File: config.mk
export PLATFORM = sky130hd
export DESIGN_NAME = panel_timing_gen
export DESIGN_NICKNAME = d
export VERILOG_FILES = /design/src/rtl/ptg_pkg.sv /design/src/rtl/ptg_axis.sv /design/src/rtl/panel_timing_gen.sv
export SDC_FILE = /design/constraint.sdc
export NUM_CORES = 1
export LEC_CHECK = 0
export ABC_AREA = 1
export CORE_MARGIN = 3
export CORE_UTILIZATION = 56
export CTS_BUF_LIST = sky130_fd_sc_hd__clkbuf_16
export CTS_CLUSTER_DIAMETER = 150
export DETAILED_ROUTE_END_ITERATION = 6
export PLACE_DENSITY = 0.95
export SKIP_CTS_REPAIR_TIMING = 1
export SLEW_MARGIN = 5
export SYNTH_ARGS = -nofsm -noshare
export SYNTH_HDL_FRONTEND = slang
export SYNTH_SLANG_ARGS = --single-unit
export TNS_END_PERCENT = 50
File: constraint.sdc
create_clock -name clk -period 6.6 [get_ports clk]
set_input_delay 1.98 -clock clk [delete_from_list [all_inputs] [get_ports clk]]
set_output_delay 1.98 -clock clk [all_outputs]
set_load 0.01 [all_outputs]
File: src/rtl/ptg_pkg.sv
package ptg_pkg;
    typedef enum logic [2:0] {
        PH_OFF   = 3'd0,
        PH_SYNC  = 3'd1,
        PH_LEAD  = 3'd2,
        PH_ACT   = 3'd3,
        PH_TRAIL = 3'd4
    } phase_t;
endpackage

File: src/rtl/ptg_axis.sv
module ptg_axis
    import ptg_pkg::*;
#(
    parameter int W = 16
) (
    input  logic         clk,
    input  logic         rst_n,
    input  logic         en,
    input  logic         step,
    input  logic [W-1:0] total,
    input  logic [W-1:0] lead,
    input  logic [W-1:0] act,
    output phase_t       phase,
    output logic [W-1:0] pos,
    output logic         wrap
);
    logic [W-1:0] act_start;
    logic [W-1:0] act_end;
    logic [W-1:0] pos_inc;
    phase_t       phase_nxt;
    logic [W-1:0] pos_nxt;

    assign act_start = lead + W'(1);
    assign act_end   = act_start + act;
    assign pos_inc   = pos + W'(1);
    assign wrap      = (phase != PH_OFF) && step && (pos == total - W'(1));

    always_comb begin
        phase_nxt = phase;
        pos_nxt   = pos;
        unique case (phase)
            PH_OFF: begin
                phase_nxt = PH_SYNC;
                pos_nxt   = '0;
            end
            PH_SYNC, PH_LEAD, PH_ACT, PH_TRAIL: begin
                if (wrap) begin
                    phase_nxt = PH_SYNC;
                    pos_nxt   = '0;
                end else if (step) begin
                    pos_nxt = pos_inc;
                    unique case (phase)
                        PH_SYNC:  phase_nxt = (lead == '0) ? PH_ACT : PH_LEAD;
                        PH_LEAD:  if (pos_inc == act_start) phase_nxt = PH_ACT;
                        PH_ACT:   if (pos_inc == act_end) phase_nxt = PH_TRAIL;
                        default:  phase_nxt = PH_TRAIL;
                    endcase
                end
            end
            default: begin
                phase_nxt = PH_OFF;
                pos_nxt   = '0;
            end
        endcase
    end

    always_ff @(posedge clk or negedge rst_n) begin
        if (!rst_n) begin
            phase <= PH_OFF;
            pos   <= '0;
        end else if (!en) begin
            phase <= PH_OFF;
            pos   <= '0;
        end else begin
            phase <= phase_nxt;
            pos   <= pos_nxt;
        end
    end
endmodule

File: src/rtl/panel_timing_gen.sv
module panel_timing_gen
    import ptg_pkg::*;
#(
    parameter int W  = 16,
    parameter int CW = 24
) (
    input  logic          clk,
    input  logic          rst_n,
    input  logic [2*W-1:0] cfg_total,
    input  logic [2*W-1:0] cfg_active,
    input  logic [2*W-1:0] cfg_hporch,
    input  logic [2*W-1:0] cfg_vporch,
    input  logic [4:0]    cfg_ctrl,
    input  logic          cfg_trig_fall,
    input  logic [CW-1:0] cfg_blank,
    input  logic [CW-1:0] pix_in,
    output logic          hsync,
    output logic          vsync,
    output logic          de,
    output logic          pclk_inv,
    output logic [W-1:0]  x_pos,
    output logic [W-1:0]  y_pos,
    output logic [CW-1:0] pix_out,
    output logic          frame_start,
    output logic [W-1:0]  frame_cnt
);
    localparam int EN_B = 0, PCLK_B = 1, HS_B = 2, VS_B = 3, DE_B = 4;

    phase_t       h_phase, v_phase;
    logic [W-1:0] h_pos, v_pos;
    logic         h_wrap, v_wrap;
    logic         run, hs_raw, vs_raw, de_raw, first_clk;

    ptg_axis #(.W(W)) u_h (
        .clk(clk), .rst_n(rst_n), .en(cfg_ctrl[EN_B]), .step(1'b1),
        .total(cfg_total[W-1:0]), .lead(cfg_hporch[W-1:0]),
        .act(cfg_active[W-1:0]),
        .phase(h_phase), .pos(h_pos), .wrap(h_wrap)
    );

    ptg_axis #(.W(W)) u_v (
        .clk(clk), .rst_n(rst_n), .en(cfg_ctrl[EN_B]), .step(h_wrap),
        .total(cfg_total[2*W-1:W]), .lead(cfg_vporch[W-1:0]),
        .act(cfg_active[2*W-1:W]),
        .phase(v_phase), .pos(v_pos), .wrap(v_wrap)
    );

    always_comb begin
        run       = (h_phase != PH_OFF);
        hs_raw    = (h_phase == PH_SYNC);
        vs_raw    = (v_phase == PH_SYNC);
        de_raw    = (h_phase == PH_ACT) && (v_phase == PH_ACT);
        first_clk = hs_raw && vs_raw;
        hsync     = hs_raw ^ cfg_ctrl[HS_B];
        vsync     = vs_raw ^ cfg_ctrl[VS_B];
        de        = de_raw ^ cfg_ctrl[DE_B];
        pclk_inv  = run && cfg_ctrl[PCLK_B];
        x_pos     = de_raw ? (h_pos - cfg_hporch[W-1:0] - W'(1)) : '0;
        y_pos     = de_raw ? (v_pos - cfg_vporch[W-1:0] - W'(1)) : '0;
        if (!run)
            pix_out = '0;
        else if (de_raw)
            pix_out = pix_in;
        else
            pix_out = cfg_blank;
        if (cfg_trig_fall)
            frame_start = hs_raw && (v_pos == W'(1)) && (v_phase != PH_OFF);
        else
            frame_start = first_clk;
    end

    always_ff @(posedge clk or negedge rst_n) begin
        if (!rst_n)
            frame_cnt <= '0;
        else if (!cfg_ctrl[EN_B])
            frame_cnt <= '0;
        else if (first_clk)
            frame_cnt <= frame_cnt + W'(1);
    end
endmodule

==> results of run 1 <==
metrics by stage:
step           TNS, ns  hold WS [ns]  area, sq um  setup slack (ns)  total power [W]
6_report       -0.1396        0.5190        13980           -0.1396         0.001749
5_1_grt        -0.4373        0.5496        13980           -0.2231         0.001869
4_1_cts         -2.916        0.5213        13820           -0.4077         0.001733
3_5_place_dp    -2.766        0.5069        13660           -0.3906         0.001444
3_3_place_gp    -1.944        0.4980        13660           -0.2859         0.001415
2_1_floorplan        0        0.5265        10670            0.7819        0.0009873
cell usage in the layout (no fill, tap or decap), types with 11 or more instances in the layout:
cell type        count
dlymetal6s2s_1      14
nand3_1            154
dfrtp_1             54
xor2_1              59
buf_4               77
a21oi_2             23
nand2_2             18
nor2_2              20
xnor2_1             25
a21oi_1             71
nand4_1             48
nor3_1              24
ha_1                70
nand2_1            610
o21ai_0             62
nor2_1             276
clkdlybuf4s50_1    209
inv_1              283
nor2_4              11
nand3b_1            13
registers in the layout, indices dropped and copies added, names as in the netlist:
| name | cells |
|---|---|
| frame_cnt | 16 |
| u_h.phase | 3 |
| u_h.pos | 16 |
| u_v.phase | 3 |
| u_v.pos | 16 |
layer usage:
metal / track usage / up-vias
met3: 0.04927 / 84
met4: 0.1140 / 0
met5: 0 / -
met1: 0.4695 / 6192
met2: 0.6053 / 730
li1: - / 6693
power groups by stage:
stage	combinational (W)	clock (W)	sequential (W)
after floorplan	0.000615	0	0.000372
after global routing	0.00119	0.000299	0.000381
after global placement	0.00103	0	0.000382
after CTS	0.00107	0.000287	0.000377
final	0.00109	0.000284	0.000378
after detailed placement	0.00106	0	0.000383
worst max-delay path, cell delays in order:
cell and delay [ns]:
clkdlybuf4s50_1 0.52, inv_1 0.09, ha_1 0.33, nand2_1 0.07
nor2_1 0.11, nand2_1 0.06, o211ai_1 0.15, nand2_1 0.12
a21oi_2 0.21, a31oi_2 0.16, o21ai_2 0.20, nor2_1 0.06
nor2_1 0.15, clkdlybuf4s50_1 0.57
cell usage after synthesis (all sizes together), types with 12 or more instances:
library cell / count / area [sq um]
nand2: 628 / 2397
nor2: 307 / 1280
inv: 293 / 1110
nand3: 158 / 818.3
a21oi: 94 / 523.0
ha: 75 / 938.4
o21ai: 75 / 379.1
xor2: 59 / 516.8
dfrtp: 54 / 1351
nand4: 49 / 321.6
nor3: 27 / 162.7
xnor2: 27 / 236.5
nand3b: 13 / 97.59
buf: 12 / 91.33
clkbuf: 12 / 46.29
area by class of cell:
class | instances | area, sq um
clock buffers | 5 | 125.1
clock inverters | 3 | 28.78
fillers | 1505 | 4355
inverters | 294 | 1115
multi-input cells | 1561 | 8199
flip-flops and latches | 54 | 1351
well taps | 229 | 286.5
repair buffers | 305 | 2870
worst max-delay path by stage:
stage / end / cells past startpoint
after floorplan: y_pos[12] / 17
after global placement: y_pos[12] / 19
after detailed placement: y_pos[12] / 19
after CTS: y_pos[12] / 19
after global routing: y_pos[15] / 14
final: y_pos[15] / 14
cell families (layout without fill, tap and decap cells):
logic type,count (synthesis),after routing,share of synthesized area
fa+ha+maj,79,79,0.09550
compound gates,193,193,0.1012
xor+xnor,86,86,0.07062
flops,54,54,0.1267
simple gates,1203,1203,0.4885
buf+inv,318,607,0.1174
==> impl_results.md, run 1 <==
- Die H: 144.0 um
- R2R depth: 17
- Core area: 18330 sq um
- CTS sink count: 54
- Slew Limit Fails: 0
- WP data arrival: 4.76 ns
- Ys flop type: dfrtp_1
- Global-route wire length before repair: 59940 um
- TritonCTS clock tree: built
- Worst r2r src: u_v.pos[1]
- Sequential Power Share: 0.216
- Via count: 13700
- Status: finished, violations left
- RR Endpoint: u_v.phase[0]
- Reg clk slew, reported paths: 0.08 ns
- Routed Antenna Nets: 0
- R2R Setup Slk: 3.76 ns
- # IOs: 261
- Cell variety after synth: 49
- RSZ-0062 raised after global routing: true
- Final worst slack: -0.1396 ns
- Clock root buffer: clkbuf_16
- HPWL after DPL: 32390 um
- Internal power: 0.0009499 W
- Max-cap violation count: 0
- Tcrit/Tclk final: 1.021
- H-tree lvl count: 2
- Fin Clk Skew: 0.01065 ns
- Pleak: 7.348 nW
- Row count: 49
- Total grt overflow: 0
- Hold Path Class: flop to flop
- Met2 wire length: 17640 um
- Drt first pass iters: 6
- Avg Vias per Cell: 5.589
- Psw: 0.0007987 W
- Post-synthesis cell area: 10670 sq um
- Initial DRC count: 1422
- Post-Route Utilization: 0.7624
- Wl on met1: 15580 um
- Longest Clk Path Bufs: 2
- Worst Setup Path Type: primary input to output port
- Syn avg cell area: 5.517 sq um
- Routed len/inst: 15.73 um
- P&R area growth vs syn: 31.04%
- VDD IR max: 0.0001096 V
- Fmax: 0.1484 GHz
- Syn nets: 2196
- Hold Path End: frame_cnt[14]
- Cells after DPL: 2442
- Failing checks: setup timing
- Yosys synthesis warning count: 0
- WL final: 38560 um
- Die width: 144.0 um
- Number of synthesized flops with an enable pin: 0
- Sw Ratio: 0.4568
- Initial Utilization: 0.5818
- Cts bufs inserted: 5
- Comb pwr share: 0.622
- Clock share of power: 0.163
- All-layer global routing usage: 0.3568
- Worst Max-Slew Pin Slew: 0.8589 ns
- Number of global-route vias before repair: 12620
- Antenna cells: 0
- Worst setup startpoint: cfg_vporch[4]
- Port Buffer Count: 228
- Die ar.: 20740 sq um
- Crit path max fanout: 3
- Pwr Density: 125.1 nW/um^2
- Gpl congestion: 0.9888
- Register bit total from synthesis: 54
- Tmin final: 6.740 ns
- Ys async rst share: 1.000
- Met3 WL post-DR: 4123 um
- Initial antenna violation count: 0
- Clock latency at the later pin of the worst-skew pair: 0.31 ns
- CP Launch Type: primary input
- Max_slew headroom: 0.4267
- Worst setup EP type: output port
- Hold Crit Start: frame_cnt[14]
- Critical Path RT: 4.62 ns
- Hold path cells: 1
- Max layer used: met4
- Layout Cells excl Fill: 2451
- Final Hold Viols: 0
- Largest net degree at the start of global routing: 55
- Sequential-to-total area share from yosys stat: 0.1267
- Share of layout cells above drive strength 1: 0.09181
- DRC Markers: 0
- Mapped Cells: 1933
- Final setup vio count: 1
- Final nets: 2484
No activity file was read; power rests on OpenSTA's default activity.
==> inputs of run 2 (changes only) <==
--- a/config.mk
+++ b/config.mk
@@ -7,14 +7,15 @@
 export LEC_CHECK = 0
 export ABC_AREA = 1
 export CORE_MARGIN = 3
-export CORE_UTILIZATION = 56
+export CORE_UTILIZATION = 48
 export CTS_BUF_LIST = sky130_fd_sc_hd__clkbuf_16
 export CTS_CLUSTER_DIAMETER = 150
 export DETAILED_ROUTE_END_ITERATION = 6
-export PLACE_DENSITY = 0.95
+export PLACE_DENSITY = 0.89
 export SKIP_CTS_REPAIR_TIMING = 1
 export SLEW_MARGIN = 5
 export SYNTH_ARGS = -nofsm -noshare
 export SYNTH_HDL_FRONTEND = slang
+export SYNTH_HIERARCHICAL = 1
 export SYNTH_SLANG_ARGS = --single-unit
-export TNS_END_PERCENT = 50
+export TNS_END_PERCENT = 100
==> constraint.sdc (replaced) <==
create_clock -name clk -period 5.5 [get_ports clk]
set_input_delay 1.65 -clock clk [delete_from_list [all_inputs] [get_ports clk]]
set_output_delay 1.65 -clock clk [all_outputs]
set_load 0.01 [all_outputs]
==> run 2 against run 1 <==
The flow still finishes with violations (setup timing). Setup slack worse by 0.011 ns. Sequential share of layout area down 0.73 points. Largest cell class unchanged. Wire length up 9.0%. Register-to-register slack worse by 1.8 ns.
==> impl_results.md, run 2 <==
- Worst Setup EP: x_pos[6]
- Routed len/inst: 15.00 um (-4.6%)
- Initial antenna violation count: 0 (unchanged)
- Met3 WL post-DR: 4058 um (-1.6%)
- Clock latency at the later pin of the worst-skew pair: 0.31 ns (about the same)
- Die H: 162.9 um (+13%)
- Cts bufs inserted: 5 (unchanged)
- Internal power: 0.001245 W (+31%)
- Failing checks: setup timing
- Initial DRC count: 1416 (-0.42%)
- HPWL after DPL: 35080 um (+8.3%)
- Clock root buffer: clkbuf_16
- Fmax: 0.1770 GHz
- Multi-input logic area: 9067 sq um (+11%)
- Final Hold Viols: 0 (unchanged)
- TritonCTS clock tree: built
- Drt first pass iters: 6 (unchanged)
- Hold Path Class: flop to flop
- Fin Clk Skew: 0.01067 ns (+0.00002240 ns)
- Register area: 1351 sq um (unchanged)
- Hold WS: 0.5713 ns (+0.05233 ns)
- Tmin final: 5.651 ns
- Row count: 56 (+14%)
- WL final: 42010 um (+9.0%)
- Most frequent cells in the layout: nand2_1, inv_1, nor2_1
- R2R Setup Slk: 1.94 ns (-1.82 ns)
- Initial Utilization: 0.4959 (-0.08590)
- DRC Markers: 0 (unchanged)
- Post-synthesis cell area: 11810 sq um (+11%)
- Worst setup startpoint: cfg_hporch[0]
- Final nets: 2747 (+11%)
- Worst setup EP type: output port
- Mapped Cells: 2208 (+14%)
- Sequential Power Share: 0.216 (about the same)
- P&R area growth vs syn: 27.91%
- Status: finished, violations left
- Max-cap violation count: 0 (unchanged)
- Most common cell after layout, fill and taps aside: nand2_1
- Avg Vias per Cell: 5.388 (-3.6%)
- Via count: 15090 (+10%)
- # IOs: 261 (unchanged)
- Port Buffer Count: 228 (unchanged)
- Psw: 0.001165 W (+46%)
- Die width: 162.9 um (+13%)
- Syn avg cell area: 5.350 sq um (-3.0%)
- Tcrit/Tclk final: 1.027
- Yosys synthesis warning count: 6 (+6)
- Worst r2r src: u_h/pos[0]
- Area post-placement: 14850 sq um (+8.6%)
- Comb pwr share: 0.639 (+0.017)
- Max_slew headroom: 0.2754 (-0.1513)
- CTS sink count: 54 (unchanged)
- Met2 wire length: 19440 um (+10%)
- Finished Cell Area: 15110 sq um (+8.1%)
- RR Endpoint: u_v/phase[2]
- H-tree lvl count: 2 (unchanged)
- Final worst slack: -0.1506 ns (-0.01098 ns)
- Critical Path RT: 3.85 ns (-0.77 ns)
- Worst Setup Path Type: primary input to output port
- Global-route wire length before repair: 66270 um (+11%)
- Share of layout cells above drive strength 1: 0.06812 (-0.02369)
- Pleak: 8.286 nW (+13%)
- Antenna cells: 0 (unchanged)
- Max layer used: met4
- Die ar.: 26530 sq um (+28%)
- Crit path max fanout: 4 (+1)
- Largest registers: frame_cnt: 16 flops, u_h/pos: 16 flops, u_v/pos: 16 flops
- Reg clk slew, reported paths: 0.08 ns (about the same)
- VDD IR max: 0.0001360 V (+24%)
- Number of global-route vias before repair: 13750 (+9.0%)
- Largest net degree at the start of global routing: 47 (-15%)
- Wl on met1: 17340 um (+11%)
- Gpl congestion: 0.9962 (+0.75%)
- Routed Antenna Nets: 0 (unchanged)
- All-layer global routing usage: 0.3025 (-0.05425)
- Total grt overflow: 0 (unchanged)
- Fin Setup TNS: -0.1506 ns (-0.01098 ns)
- Syn nets: 2475 (+13%)
- WP data arrival: 4.00 ns (-0.76 ns)
- Clock share of power: 0.145 (-0.018)
- Sw Ratio: 0.4833 (+0.02654)
- CP Launch Type: primary input
- Longest Clk Path Bufs: 2 (unchanged)
- Slew Limit Fails: 0 (unchanged)
- Final setup vio count: 1 (unchanged)
- Pwr Density: 159.5 nW/um^2 (+27%)
- RSZ-0062 raised after global routing: true
- FILL cells: 2333 (+55%)
- R2R depth: 21 (+4)
- Worst Max-Slew Pin Slew: 1.083 ns (+0.2245 ns)
- Core area: 23820 sq um (+30%)
[run 2: per-stage QoR]
stage	setup WS [ns]	cells	util	power [W]
2_1_floorplan	0.9345	2208	-	0.001414
3_3_place_gp	-0.3097	2792	0.6232	0.001992
3_5_place_dp	-0.3237	2792	0.6232	0.002030
4_1_cts	-0.3390	2800	0.6296	0.002381
5_1_grt	-0.2232	2800	0.6343	0.002595
6_report	-0.1506	2800	0.6343	0.002410
[run 2: area by class of cell]
type,instances,area share
flip-flops and latches,54,0.08943
well taps,319,0.02641
multi-input cells,1782,0.6001
clock buffers,5,0.008280
repair buffers,295,0.1888
inverters,342,0.08512
clock inverters,3,0.001904
[run 2: power groups by stage]
stage                     sequential (W)  combinational (W)  clock [W]
after global routing            0.000528            0.00170   0.000363
after detailed placement        0.000524            0.00151          0
final                           0.000520            0.00154   0.000349
after floorplan                 0.000482           0.000932          0
after CTS                       0.000516            0.00151   0.000352
after global placement          0.000523            0.00147          0
[run 2: layer usage]
layer	global-route usage	vias up
li1	-	7476
met1	0.3886	6779
met2	0.5229	745
met3	0.04680	86
met4	0.09073	0
met5	0	-
[run 2: how the worst min path moves through the flow]
stage	slack, ns	cells past startpoint	end	start
final	0.57	2	frame_cnt[15]	frame_cnt[15]
after global routing	0.61	2	frame_cnt[1]	frame_cnt[1]
after CTS	0.57	2	frame_cnt[15]	frame_cnt[15]
after detailed placement	0.56	2	frame_cnt[15]	frame_cnt[15]
after global placement	0.53	2	frame_cnt[15]	frame_cnt[15]
after floorplan	0.55	2	frame_cnt[15]	frame_cnt[15]
[run 2: critical path, cell delays in order]
cell	delay (ns)
clkdlybuf4s50_1	0.50
inv_1	0.05
ha_1	0.24
fa_2	0.37
nand2_1	0.11
nand2_1	0.07
nand3b_1	0.11
nand2_2	0.08
a21oi_1	0.22
clkdlybuf4s50_1	0.59
